File: config.mk
export PLATFORM = sky130hd
export DESIGN_NAME = rs485_dir_ctrl
export DESIGN_NICKNAME = d
export VERILOG_FILES = /design/src/rtl/rs485_dir_pkg.sv /design/src/rtl/rs485_sync.sv /design/src/rtl/rs485_tick_gen.sv /design/src/rtl/rs485_frame_fsm.sv /design/src/rtl/rs485_dir_ctrl.sv
export SDC_FILE = /design/constraint.sdc
export NUM_CORES = 1
export LEC_CHECK = 0
export BUFFER_PORTS_ARGS = -buffer_cell sky130_fd_sc_hd__buf_2
export CORE_ASPECT_RATIO = 0.6
export CORE_MARGIN = 3
export CORE_UTILIZATION = 25
export DETAILED_ROUTE_END_ITERATION = 8
export SKIP_CTS_REPAIR_TIMING = 1
export SLEW_MARGIN = 20
export SYNTH_ARGS = -nofsm -noshare
export SYNTH_HDL_FRONTEND = slang
export SYNTH_SLANG_ARGS = --single-unit
export TNS_END_PERCENT = 100
File: constraint.sdc
create_clock -name clk -period 5.8 [get_ports clk]
set_input_delay 0.29 -clock clk [delete_from_list [all_inputs] [get_ports clk]]
set_output_delay 0.29 -clock clk [all_outputs]
set_load 0.005 [all_outputs]
File: src/rtl/rs485_dir_pkg.sv
package rs485_dir_pkg;
  typedef enum logic [1:0] {
    DIR_IDLE  = 2'd0,
    DIR_FRAME = 2'd1,
    DIR_HOLD  = 2'd2
  } dir_state_t;
endpackage

File: src/rtl/rs485_sync.sv
module rs485_sync #(
  parameter int   STAGES  = 2,
  parameter logic RST_VAL = 1'b1
) (
  input  logic clk,
  input  logic rst,
  input  logic d,
  output logic q
);
  logic [STAGES-1:0] chain_q;

  genvar g;
  generate
    for (g = 0; g < STAGES; g++) begin : g_stage
      if (g == 0) begin : g_first
        always_ff @(posedge clk) begin
          if (rst) chain_q[0] <= RST_VAL;
          else     chain_q[0] <= d;
        end
      end else begin : g_next
        always_ff @(posedge clk) begin
          if (rst) chain_q[g] <= RST_VAL;
          else     chain_q[g] <= chain_q[g-1];
        end
      end
    end
  endgenerate

  assign q = chain_q[STAGES-1];
endmodule

File: src/rtl/rs485_tick_gen.sv
module rs485_tick_gen #(
  parameter int DIV_W = 16
) (
  input  logic             clk,
  input  logic             rst,
  input  logic             run,
  input  logic [DIV_W-1:0] div,
  output logic             tick
);
  logic [DIV_W-1:0] cnt_q;
  logic [DIV_W-1:0] last_c;
  logic             wrap_c;

  always_comb begin
    last_c = (div == '0) ? '0 : div - 1'b1;
    wrap_c = (cnt_q >= last_c);
  end

  always_ff @(posedge clk) begin
    if (rst || !run)  cnt_q <= '0;
    else if (wrap_c)  cnt_q <= '0;
    else              cnt_q <= cnt_q + 1'b1;
  end

  assign tick = run && wrap_c;


  tick_spacing_chk: assert property (@(posedge clk) disable iff (rst)
    (tick && run && div > 1 && $stable(div)) |=> !tick);
endmodule

File: src/rtl/rs485_frame_fsm.sv
module rs485_frame_fsm
  import rs485_dir_pkg::*;
#(
  parameter int OVS       = 16,
  parameter int DATA_BITS = 8,
  parameter int SW_W      = 2
) (
  input  logic            clk,
  input  logic            rst,
  input  logic            line,
  input  logic            fall,
  input  logic            tick,
  input  logic [SW_W-1:0] turn_sel,
  output logic            active,
  output logic            drv_en,
  output logic            rcv_dis
);
  localparam int FRAME_TICKS = OVS * (DATA_BITS + 2);
  localparam int MID_TICKS   = OVS / 2;
  localparam int MAX_HOLD    = OVS << ((1 << SW_W) - 1);
  localparam int CNT_MAX     = (FRAME_TICKS > MAX_HOLD) ? FRAME_TICKS : MAX_HOLD;
  localparam int TC_W        = $clog2(CNT_MAX + 1);
  localparam logic [TC_W-1:0] MID_LAST   = TC_W'(MID_TICKS - 1);
  localparam logic [TC_W-1:0] FRAME_LAST = TC_W'(FRAME_TICKS - 1);

  dir_state_t      state_q, state_n;
  logic [TC_W-1:0] tcnt_q, tcnt_n;
  logic [TC_W-1:0] hold_last;

  assign hold_last = TC_W'((OVS << turn_sel) - 1);

  always_comb begin
    state_n = state_q;
    tcnt_n  = tcnt_q;
    case (state_q)
      DIR_IDLE: begin
        if (fall) begin
          state_n = DIR_FRAME;
          tcnt_n  = '0;
        end
      end
      DIR_FRAME: begin
        if (tick) begin
          if (tcnt_q == MID_LAST && line) begin
            state_n = DIR_IDLE;
            tcnt_n  = '0;
          end else if (tcnt_q == FRAME_LAST) begin
            state_n = DIR_HOLD;
            tcnt_n  = '0;
          end else begin
            tcnt_n = tcnt_q + 1'b1;
          end
        end
      end
      DIR_HOLD: begin
        if (fall) begin
          state_n = DIR_FRAME;
          tcnt_n  = '0;
        end else if (tick) begin
          if (tcnt_q == hold_last) begin
            state_n = DIR_IDLE;
            tcnt_n  = '0;
          end else begin
            tcnt_n = tcnt_q + 1'b1;
          end
        end
      end
      default: begin
        state_n = DIR_IDLE;
        tcnt_n  = '0;
      end
    endcase
  end

  always_ff @(posedge clk) begin
    if (rst) begin
      state_q <= DIR_IDLE;
      tcnt_q  <= '0;
      drv_en  <= 1'b0;
      rcv_dis <= 1'b0;
    end else begin
      state_q <= state_n;
      tcnt_q  <= tcnt_n;
      drv_en  <= (state_n != DIR_IDLE);
      rcv_dis <= (state_n != DIR_IDLE);
    end
  end

  assign active = (state_q != DIR_IDLE);


  start_enable_chk: assert property (@(posedge clk) disable iff (rst)
    (state_q == DIR_IDLE && fall) |=> drv_en);


  glitch_drop_chk: assert property (@(posedge clk) disable iff (rst)
    (state_q == DIR_FRAME && tick && tcnt_q == MID_LAST && line) |=> !drv_en);


  hold_release_chk: assert property (@(posedge clk) disable iff (rst)
    (state_q == DIR_HOLD && !fall && tick && tcnt_q == hold_last) |=> !drv_en);


  restart_keep_chk: assert property (@(posedge clk) disable iff (rst)
    (state_q == DIR_HOLD && fall) |=> (drv_en && state_q == DIR_FRAME && tcnt_q == '0));
endmodule

File: src/rtl/rs485_dir_ctrl.sv
module rs485_dir_ctrl #(
  parameter int DIV_W     = 16,
  parameter int OVS       = 16,
  parameter int DATA_BITS = 8,
  parameter int SW_W      = 2
) (
  input  logic             clk,
  input  logic             rst,
  input  logic             txd_in,
  input  logic [DIV_W-1:0] baud_div,
  input  logic [SW_W-1:0]  turn_sel,
  output logic             drv_en,
  output logic             rcv_en_n,
  output logic             txd_out
);
  logic line_s;
  logic line_prev_q;
  logic fall;
  logic tick;
  logic active;
  logic fsm_drv;
  logic fsm_rcv_dis;

  rs485_sync #(.STAGES(2), .RST_VAL(1'b1)) i_sync (
    .clk (clk),
    .rst (rst),
    .d   (txd_in),
    .q   (line_s)
  );

  always_ff @(posedge clk) begin
    if (rst) begin
      line_prev_q <= 1'b1;
      txd_out     <= 1'b1;
    end else begin
      line_prev_q <= line_s;
      txd_out     <= line_s;
    end
  end

  assign fall = line_prev_q && !line_s;

  rs485_tick_gen #(.DIV_W(DIV_W)) i_tick (
    .clk  (clk),
    .rst  (rst),
    .run  (active),
    .div  (baud_div),
    .tick (tick)
  );

  rs485_frame_fsm #(.OVS(OVS), .DATA_BITS(DATA_BITS), .SW_W(SW_W)) i_fsm (
    .clk      (clk),
    .rst      (rst),
    .line     (line_s),
    .fall     (fall),
    .tick     (tick),
    .turn_sel (turn_sel),
    .active   (active),
    .drv_en   (fsm_drv),
    .rcv_dis  (fsm_rcv_dis)
  );

  assign drv_en   = fsm_drv;
  assign rcv_en_n = fsm_rcv_dis;


  dir_exclusive_chk: assert property (@(posedge clk) disable iff (rst)
    !(drv_en && !rcv_en_n));


  dir_follow_chk: assert property (@(posedge clk) disable iff (rst)
    drv_en == active);
endmodule

After elaboration in Yosys (flattened, before gate mapping)
Cells that the tools add are included.
- word-level logic and storage cells: 50
- register bits: 30
- bits of input ports: 21
- equality and inequality tests: 8
- shifts and indexed selects: 1
- reductions and logical operators: 12
- order comparisons: 1
- muxes and demuxes: 17
- add/sub/neg operators: 4
- operator list (cell ; number):
    8-bit 2-to-1 mux ; 7
    8-bit one-hot mux with 3 select lines ; 1
    16-bit by 1-bit adder with 16-bit output, second input constant ; 1
    16-bit greater-or-equal comparator ; 1
    16-bit logical NOT ; 1
    16-bit 2-to-1 mux ; 1
    16-bit by 1-bit subtractor with 16-bit output, second input constant ; 1
    2-bit 2-to-1 mux ; 7
    8-bit by 1-bit adder with 8-bit output, second input constant ; 1
    8-bit by 3-bit equality test with 1-bit output, second input constant ; 1
    8-bit equality test ; 1
    8-bit equality test, second input constant ; 1
    5-bit by 2-bit << shifter with 8-bit output, first input constant ; 1
    8-bit by 2-bit subtractor with 8-bit output, second input constant ; 1
    2-bit one-hot mux with 3 select lines ; 1
    2-bit nonzero test ; 2
    1-bit logical AND ; 3
    3-bit by 2-bit inequality test with 1-bit output, second input constant ; 1
    3-bit AND reduction ; 1
    2-bit by 1-bit equality test with 1-bit output, second input constant ; 1
    2-bit equality test, second input constant ; 1
    1-bit logical NOT ; 2
    2-bit logical NOT ; 1
    2-bit by 1-bit inequality test with 1-bit output, second input constant ; 1
    3 further kinds ; 3

Logic depth before layout (Yosys ltp)
Gate-level depths: netlist (run 1).
- word-level depth: 8
- depth in mapped cells: 15
- gate-level depth less buffers: 14

Cells and area by module
A second synthesis (run 1) with hierarchy kept.
- cells, all modules: 292
- area total of the unflattened synthesis: 2472.4 um^2
- modules (own cells, without submodules) (module ; cells an instance ; times used ; area each (um^2)):
    rs485_tick_gen ; 181 ; 1 ; 1488.9
    rs485_frame_fsm ; 104 ; 1 ; 895.9
    rs485_sync ; 4 ; 1 ; 52.6
    rs485_dir_ctrl ; 3 ; 1 ; 35.0

Worst setup path before layout (run 1)
Ideal clock, no wire load.
- path kind: input-to-reg
- from: input baud_div[11]
- to: register i_fsm.tcnt_q[2]
- buffers on the path: 2
- library setup time: 0.070 ns
- arrival time: 3.715 ns
- cell stages on the path: 15
- setup slack: 2.014 ns
- data required time: 5.730 ns
- cell sequence: or4_1 > or3_1 > nor2_1 > nand4_1 > clkbuf_1 > nand2_1 > ha_1 > and4_1 > o211ai_1 > or3_1 > and4_1 > buf_6 > o21a_4 > or4b_1 > a21oi_1
- cells in the longest elaborated chain, start to end: 6
- ends and longest elaborated chain (what ; line ; source):
    start: declaration ; rs485_dir_ctrl.sv:10 ; input logic [DIV_W-1:0] baud_div,
    16-bit by 1-bit subtractor with 16-bit output or 16-bit logical NOT (tied branches) ; rs485_tick_gen.sv:15 ; last_c = (div == '0) ? '0 : div - 1'b1;
    16-bit 2-to-1 mux * ; rs485_tick_gen.sv:15 ;
    16-bit greater-or-equal comparator * ; rs485_tick_gen.sv:16 ; wrap_c = (cnt_q >= last_c);
    1-bit logical AND * ; rs485_tick_gen.sv:25 ; assign tick = run && wrap_c;
    3-bit by 2-bit inequality test with 1-bit output (no line) or 2-bit by 1-bit inequality test with 1-bit output (tied branches) ; -- ;
    3-bit AND reduction (no line) * ; -- ;
    end signal: assignment ; rs485_frame_fsm.sv:83 ; tcnt_q <= tcnt_n;
    end: declaration ; rs485_frame_fsm.sv:27 ; logic [TC_W-1:0] tcnt_q, tcnt_n;
Every way passes the cells marked *; elsewhere a longest branch is shown, timed or not.
A chain may end at the register's enable or synchronous reset.

Worst setup path after layout (run 1)
- from: input baud_div[9]
- to: register i_fsm.tcnt_q[5]
Same word-level chain as after synthesis.

==> run metrics, run 1 <==
I/O pin cnt=24; fin util=31.1%; Post-Route WL=roughly 4.9 mm; outcome=complete, no violations; DP Wirelength=~3.9 mm; pwr dens=between 150 and 200 nW/um^2; TritonCTS Buffers=5; Rows=25; vias in the first global route=1,719; min-delay src=txd_in; area fraction of the dominant cell type after synthesis=a little over a quarter; CP startpoint kind=input pin; P&R area growth vs syn=16.3%; ant diodes=0; largest net degree at the start of global routing=17; Most used DFF post-synth=dfxtp_1; H-tree depth=2; Initial DRC Count=about 120; Nets=between 300 and 400; Hold WC Path Type=in -> reg; starting density of the core=26.8%; asr flop ratio synth=0%; nature of the critical path endpoint=register; final-report setup violation count=0; Yosys reg bits=30; EDFF count, synth=0; RSZ-0062 raised after global routing=false; Synthesis Warnings=0; Max Slew Vio Count=0; first-pass GRT wire length=8.28 mm; DR DRC count=0; Avg WL per Cell=12.3 um; Avg Cell Area, Syn=8.18 um^2; number of detailed-route iterations in the first pass=4; maximum VDD drop=roughly 0.09 mV; Die W=127 um; Worst-path clk slew=0.05 ns; final hold slack=between 0.2 and 0.25 ns; DR vias/cell=4.86; clk root buf=clkbuf_16; Worst Max-Slew Pin Slew=0.688 ns; Mapped Cells=267; Mapped Nets=312; final-report hold violation count=0; Total Routing Usage GR=10.1%; Port Buf Inserts=23; Min Clock Period, post-route=a little over 4 ns; fraction of the yosys area taken by sequential cells=roughly 27%; Static Leak=0.00105 uW; critical path class=in -> reg; Synth area leader=dfxtp_1; WP data required=5.96 ns; top-count cell post-synth=nor2_1; CP Max Fanout=16; Max-Cap Viols=0; fraction of layout cells with a size suffix above 1=13.7%; FMAX=between 200 and 250 MHz; Vert. Die Dim=78.4 um; post-route setup TNS=0 ns; clock buffer depth=2; Core Region=approximately 8000 um^2; remaining antenna violation count=0; commonest cells in the netlist=nor2_1 (36), dfxtp_1 (30), nand2_1 (30); clk_skew=0.00703 ns; worst r2r src=i_tick.cnt_q[9]; CP Launch Point=baud_div[9]; Final GP Congestion=0.777; worst skew pair latency=0.27 ns; CTS tree=built; Vias=1,943; Overflow after GRT=0; antenna violations before repair=0; Slew HR=between 50% and 60%; CP arrival=~4.3 ns; Yosys cell types=49; cell area after synthesis=2180 um^2; CTS Sinks=30; Die ar.=9930 um^2; final worst-path cycle share=approximately 71%; ranking of synthesized cells by area=dfxtp_1 (27%), ha_1 (14%), xor2_1 (7.2%)
==> final timing paths <==
path | end | slack [ns] | cells after the start
worst max-delay path | i_fsm.tcnt_q[5] | 1.66 | 14
worst min-delay path | i_sync.chain_q[0] | 0.21 | 2
worst max register to register | i_fsm.tcnt_q[5] | 3.10 | 8
worst min register to register | i_sync.q | 0.40 | 1
==> placed cells by master, fill, tap and decap left out, types with 6 or more instances in the layout <==
| cell type | n |
|---|---|
| dfxtp_1 | 30 |
| inv_1 | 8 |
| nand2_1 | 30 |
| xnor2_1 | 9 |
| ha_1 | 24 |
| nand4_1 | 6 |
| nand3_1 | 7 |
| xor2_1 | 18 |
| nor2_1 | 36 |
| and3_1 | 7 |
| buf_2 | 23 |
| o21ai_0 | 10 |
| a21oi_1 | 7 |
==> power by group <==
part	leakage [uW]	internal (uW)	switching (uW)	total (uW)
Clock	0.0000739	170	86.1	256
Sequential	0.000242	208	0.599	208
Combinational	0.000733	18.4	22.9	41.3
Total	0.00105	395	110	505
==> per-stage QoR <==
step                cells  worst slack (ns)  power [uW]  instance area, um^2
floorplan             267              2.01         237                 2180
global placement      392              1.48         253                 2390
detailed placement    392              1.35         254                 2390
CTS                   400              1.63         511                 2540
global route          400              1.26         528                 2540
finish                400              1.66         505                 2540
==> layer usage <==
metal	share of wire (%)	track usage (%)	vias up
li1	-	-	1003
met3	5.7	2.72	4
met1	53	15.2	893
met2	40	14.0	43
met5	0	0	-
met4	0.99	2.68	0
==> critical path: stages <==
cell and delay (ns):
buf_2 0.12, or4_1 0.55, or3_1 0.35, nor2_1 0.14, nand4_1 0.51, and2_1 0.39
ha_1 0.26, nand2b_1 0.09, a2111oi_0 0.08, or3_1 0.34, and4_1 0.30, o21ai_0 0.42
o21ai_0 0.16, a32o_1 0.29
==> sequential cells by signal, summed over array words and instances, names as in the netlist <==
signal,cells
i_tick.cnt_q,16
i_fsm.tcnt_q,8
line_prev_q,1
i_fsm.state_q,2
i_sync.chain_q,1
i_fsm.drv_en,1
i_sync.q,1
==> logic make-up after synthesis <==
kind of cell    after synthesis  synth area share (%)
fa+ha+maj                    24                  13.7
compound gates               41                  13.7
xor+xnor                     27                  10.8
simple gates                131                  30.9
buf+inv                      14                  3.26
flops                        30                  27.5
==> area by class of cell <==
cell class / count / area [um^2]
timing repair buffer: 23 / 115
fill: 859 / 5620
inverter: 8 / 30.0
clock inverter: 1 / 5.00
sequential: 30 / 601
tap: 108 / 135
multi-input combinational: 223 / 1510
clock buffer: 7 / 143
Power figures use the tool's default switching activity.
==> run 2, diff against run 1 <==
--- a/config.mk
+++ b/config.mk
@@ -5,6 +5,7 @@
 export SDC_FILE = /design/constraint.sdc
 export NUM_CORES = 1
 export LEC_CHECK = 0
+export ABC_AREA = 1
 export BUFFER_PORTS_ARGS = -buffer_cell sky130_fd_sc_hd__buf_2
 export CORE_ASPECT_RATIO = 0.6
 export CORE_MARGIN = 3
==> constraint.sdc (replaced) <==
create_clock -name clk -period 3.88 [get_ports clk]
set_input_delay 0.194 -clock clk [delete_from_list [all_inputs] [get_ports clk]]
set_output_delay 0.194 -clock clk [all_outputs]
set_load 0.005 [all_outputs]
==> run 2 against run 1 <==
Effect of this change:
- total power rose by 70%
- global-route usage rose by 1.2 points
- clock-buffer cell count decreased by 1
- worst hold slack lost 0.10 ns
- non-clock buffer count up 2
- synthesized cell count increased by 43%
- combinational power up 140%
- first-iteration DRC count up 8.9%
- routed wire length up 22%
- critical endpoint unchanged
- largest power group unchanged
==> run metrics, run 2 <==
Slew HR=67.1% (+13 points); Initial DRC Count=135 (+8.9%); area fraction of the dominant cell type after synthesis=24.2% (-3.3 points); Buf/Inv on CP=2 (+1); FF-to-FF End=i_fsm.tcnt_q[5]; CP Max Fanout=13 (-3); busiest grt layer=met1; cells on worst reg2reg path=10 (+2); Port Buf Inserts=23 (unchanged); Mapped Cells=381 (+43%); commonest cells in the netlist=nand2_1 (77), inv_1 (56), nor2_1 (46); Total Routing Usage GR=11.3% (+1.2 points); Top Registers=i_tick.cnt_q: 16 flops, i_fsm.tcnt_q: 8 flops, i_fsm.state_q: 2 flops; Nets=452 (+35%); Post-Route WL=6.02 mm (+22%); FMAX=337 MHz; CP max-delay cell=nand4_1; Worst Max-Slew Pin Slew=0.492 ns (-0.196 ns); Seq pwr share=37.0% (-4.2 points); final-report hold violation count=0 (unchanged); maximum VDD drop=0.137 mV (+51%); critical path class=in -> reg; P&R area growth vs syn=16.7%; Vert. Die Dim=83.2 um (+6.1%); RSZ-0062 raised after global routing=false; max incr delay on CP=0.44 ns (-0.11 ns); TritonCTS Buffers=5 (unchanged); Worst-path clk slew=0.05 ns (about the same); Avg Cell Area, Syn=6.51 um^2 (-20%); Yosys cell types=36 (-27%); Yosys reg bits=30 (unchanged); DP Wirelength=4.88 mm (+27%); Clock power frac=51.5% (+0.9 points); first-pass GRT wire length=10.5 mm (+27%); Vias=2,410 (+24%); fin util=30.7% (-0.40 points); Die W=135 um (+6.3%); fillers=1,009 (+17%); fraction of layout cells with a size suffix above 1=14.5% (+0.76 points); fraction of the yosys area taken by sequential cells=24.2% (-3.3 points); pwr dens=296 nW/um^2 (+49%); GR met1 Demand/Resource=18.0% (+2.8 points); clk root buf=clkbuf_16; starting density of the core=26.3% (-0.43 points); nature of the critical path endpoint=register; CP startpoint kind=input pin; Avg WL per Cell=11.2 um (-9.2%); final worst-path cycle share=76.4%; Max Slew Vio Count=0 (unchanged); H-tree depth=2 (unchanged); DR DRC count=0 (unchanged); remaining antenna violation count=0 (unchanged); Mapped Nets=426 (+37%); outcome=complete, no violations; Reg with most FFs=i_tick.cnt_q; internal power=653 uW (+65%); Rows=27 (+8.0%); vias in the first global route=2,208 (+28%); clk_skew=0.00582 ns (-0.00121 ns); number of flip-flops in the largest register=16 (unchanged); Hold WC Path Type=in -> reg; largest net degree at the start of global routing=16 (-1); clock buffer depth=2 (unchanged); most common cell after layout, fill and taps aside=nand2_1; top-count cell post-synth=nand2_1; Max-Cap Viols=0 (unchanged); Static Leak=0.00137 uW (+30%); CP arrival=3.17 ns (-1.13 ns); Overflow after GRT=0 (unchanged); EDFF count, synth=0 (unchanged); I/O pin cnt=24 (unchanged); ant diodes=0 (unchanged); CP top delay family=simple AND/OR/NAND/NOR gates; sw power=204 uW (+87%); final-report setup violation count=0 (unchanged); Synth area leader=dfxtp_1; WP data required=4.09 ns (-1.87 ns); asr flop ratio synth=0% (unchanged); hold depth=2 (unchanged); Synthesis Warnings=0 (unchanged); r2r setup slk=1.83 ns (-1.27 ns); Die ar.=11,200 um^2 (+13%); Core Region=9430 um^2 (+15%); Final GP Congestion=0.870 (+12%); CTS Sinks=30 (unchanged); Min Clock Period, post-route=2.96 ns; worst r2r src=i_tick.cnt_q[11]; worst skew pair latency=0.28 ns (about the same); DR vias/cell=4.48 (-7.8%); hold endpoint=i_sync.chain_q[0]; M2 GR Usage=13.8% (-0.17 points); antenna violations before repair=0 (unchanged); CTS tree=built; ranking of synthesized cells by area=dfxtp_1 (24%), ha_1 (12%), nand2_1 (12%); commonest cells after routing, fill and taps aside=nand2_1 (77), inv_1 (56), nor2_1 (46), nand3_1 (40), dfxtp_1 (30); number of detailed-route iterations in the first pass=5 (+1); min-delay src=txd_in; switch share=23.8% (+2.1 points); cell area after synthesis=2480 um^2 (+14%); Most used DFF post-synth=dfxtp_1; post-route setup TNS=0 ns (unchanged); GRT met3 Usage=3.63% (+0.91 points); combinational fraction of design power=11.4% (+3.2 points); critical-path cell list=buf_2 -> nor2_1 -> inv_1 -> nor3_1 -> nand4_1 -> o21ai_0 -> a21o_1 -> ha_1 -> nand2_1 -> o21ai_0 -> a21oi_1 -> nand2_2 -> nand2_4 -> nand2_2 -> nand2_1 -> nand3_1 -> nor2_1
## run 2: metrics by stage
| step | total power, uW | hold WS (ns) | setup WS [ns] | area, um^2 | cells |
|---|---|---|---|---|---|
| 4_1_cts | 867 | 0.101 | 0.929 | 2900 | 538 |
| 3_5_place_dp | 422 | 0.385 | 0.668 | 2730 | 530 |
| 3_3_place_gp | 420 | 0.378 | 0.765 | 2730 | 530 |
| 2_1_floorplan | 389 | 0.263 | 1.34 | 2480 | 381 |
| 5_1_grt | 900 | 0.106 | 0.485 | 2900 | 538 |
| 6_report | 857 | 0.106 | 0.915 | 2900 | 538 |
## run 2: logic make-up after synthesis
logic type      Yosys count  share of synthesized area (%)
flops                    30                           24.2
compound gates           39                           8.52
xor+xnor                  9                           3.18
fa+ha+maj                24                           12.1
buf+inv                  63                           10.4
simple gates            216                           41.6
## run 2: area by class of cell
| cell class | instances | area, um^2 | share of cell area [%] |
|---|---|---|---|
| clock buffers | 6 | 129 | 4.45 |
| clock inverters | 2 | 37.5 | 1.30 |
| inverters | 57 | 214 | 7.39 |
| multi-input cells | 288 | 1620 | 56.0 |
| flip-flops and latches | 30 | 601 | 20.7 |
| well taps | 130 | 163 | 5.62 |
| repair buffers | 25 | 130 | 4.49 |
## run 2: per-layer routing
layer	vias up	routed length, um	share of wire (%)
li1	1290	-	-
met1	1046	3320	55
met2	67	2170	36
met3	7	476	7.9
met4	0	50	0.83
met5	-	0	0
## run 2: how the worst max path moves through the flow
stage                       startpoint              end  cells past startpoint
after floorplan            baud_div[0]  i_fsm.tcnt_q[2]                     19
after global placement     baud_div[2]  i_fsm.tcnt_q[5]                     21
after detailed placement  baud_div[10]  i_fsm.tcnt_q[5]                     17
after CTS                 baud_div[10]  i_fsm.tcnt_q[5]                     17
after global routing      baud_div[10]  i_fsm.tcnt_q[0]                     17
final                     baud_div[10]  i_fsm.tcnt_q[5]                     17
## run 2: worst reg2reg max path: cells and delay by family (launching register included)
family	cells	cell delay (ns)
and+or+nand+nor	6	0.79
AOI/OAI and AO/OA	3	0.46
DFF	1	0.44
adders and majority gates	1	0.30
## run 2: power by group through the flow
stage	Clock, uW	Sequential, uW	Combinational (uW)
after floorplan	0	323	66.4
after global placement	0	324	96.0
after detailed placement	0	324	97.6
after CTS	451	318	98.3
after global routing	468	318	114
final	442	318	97.8
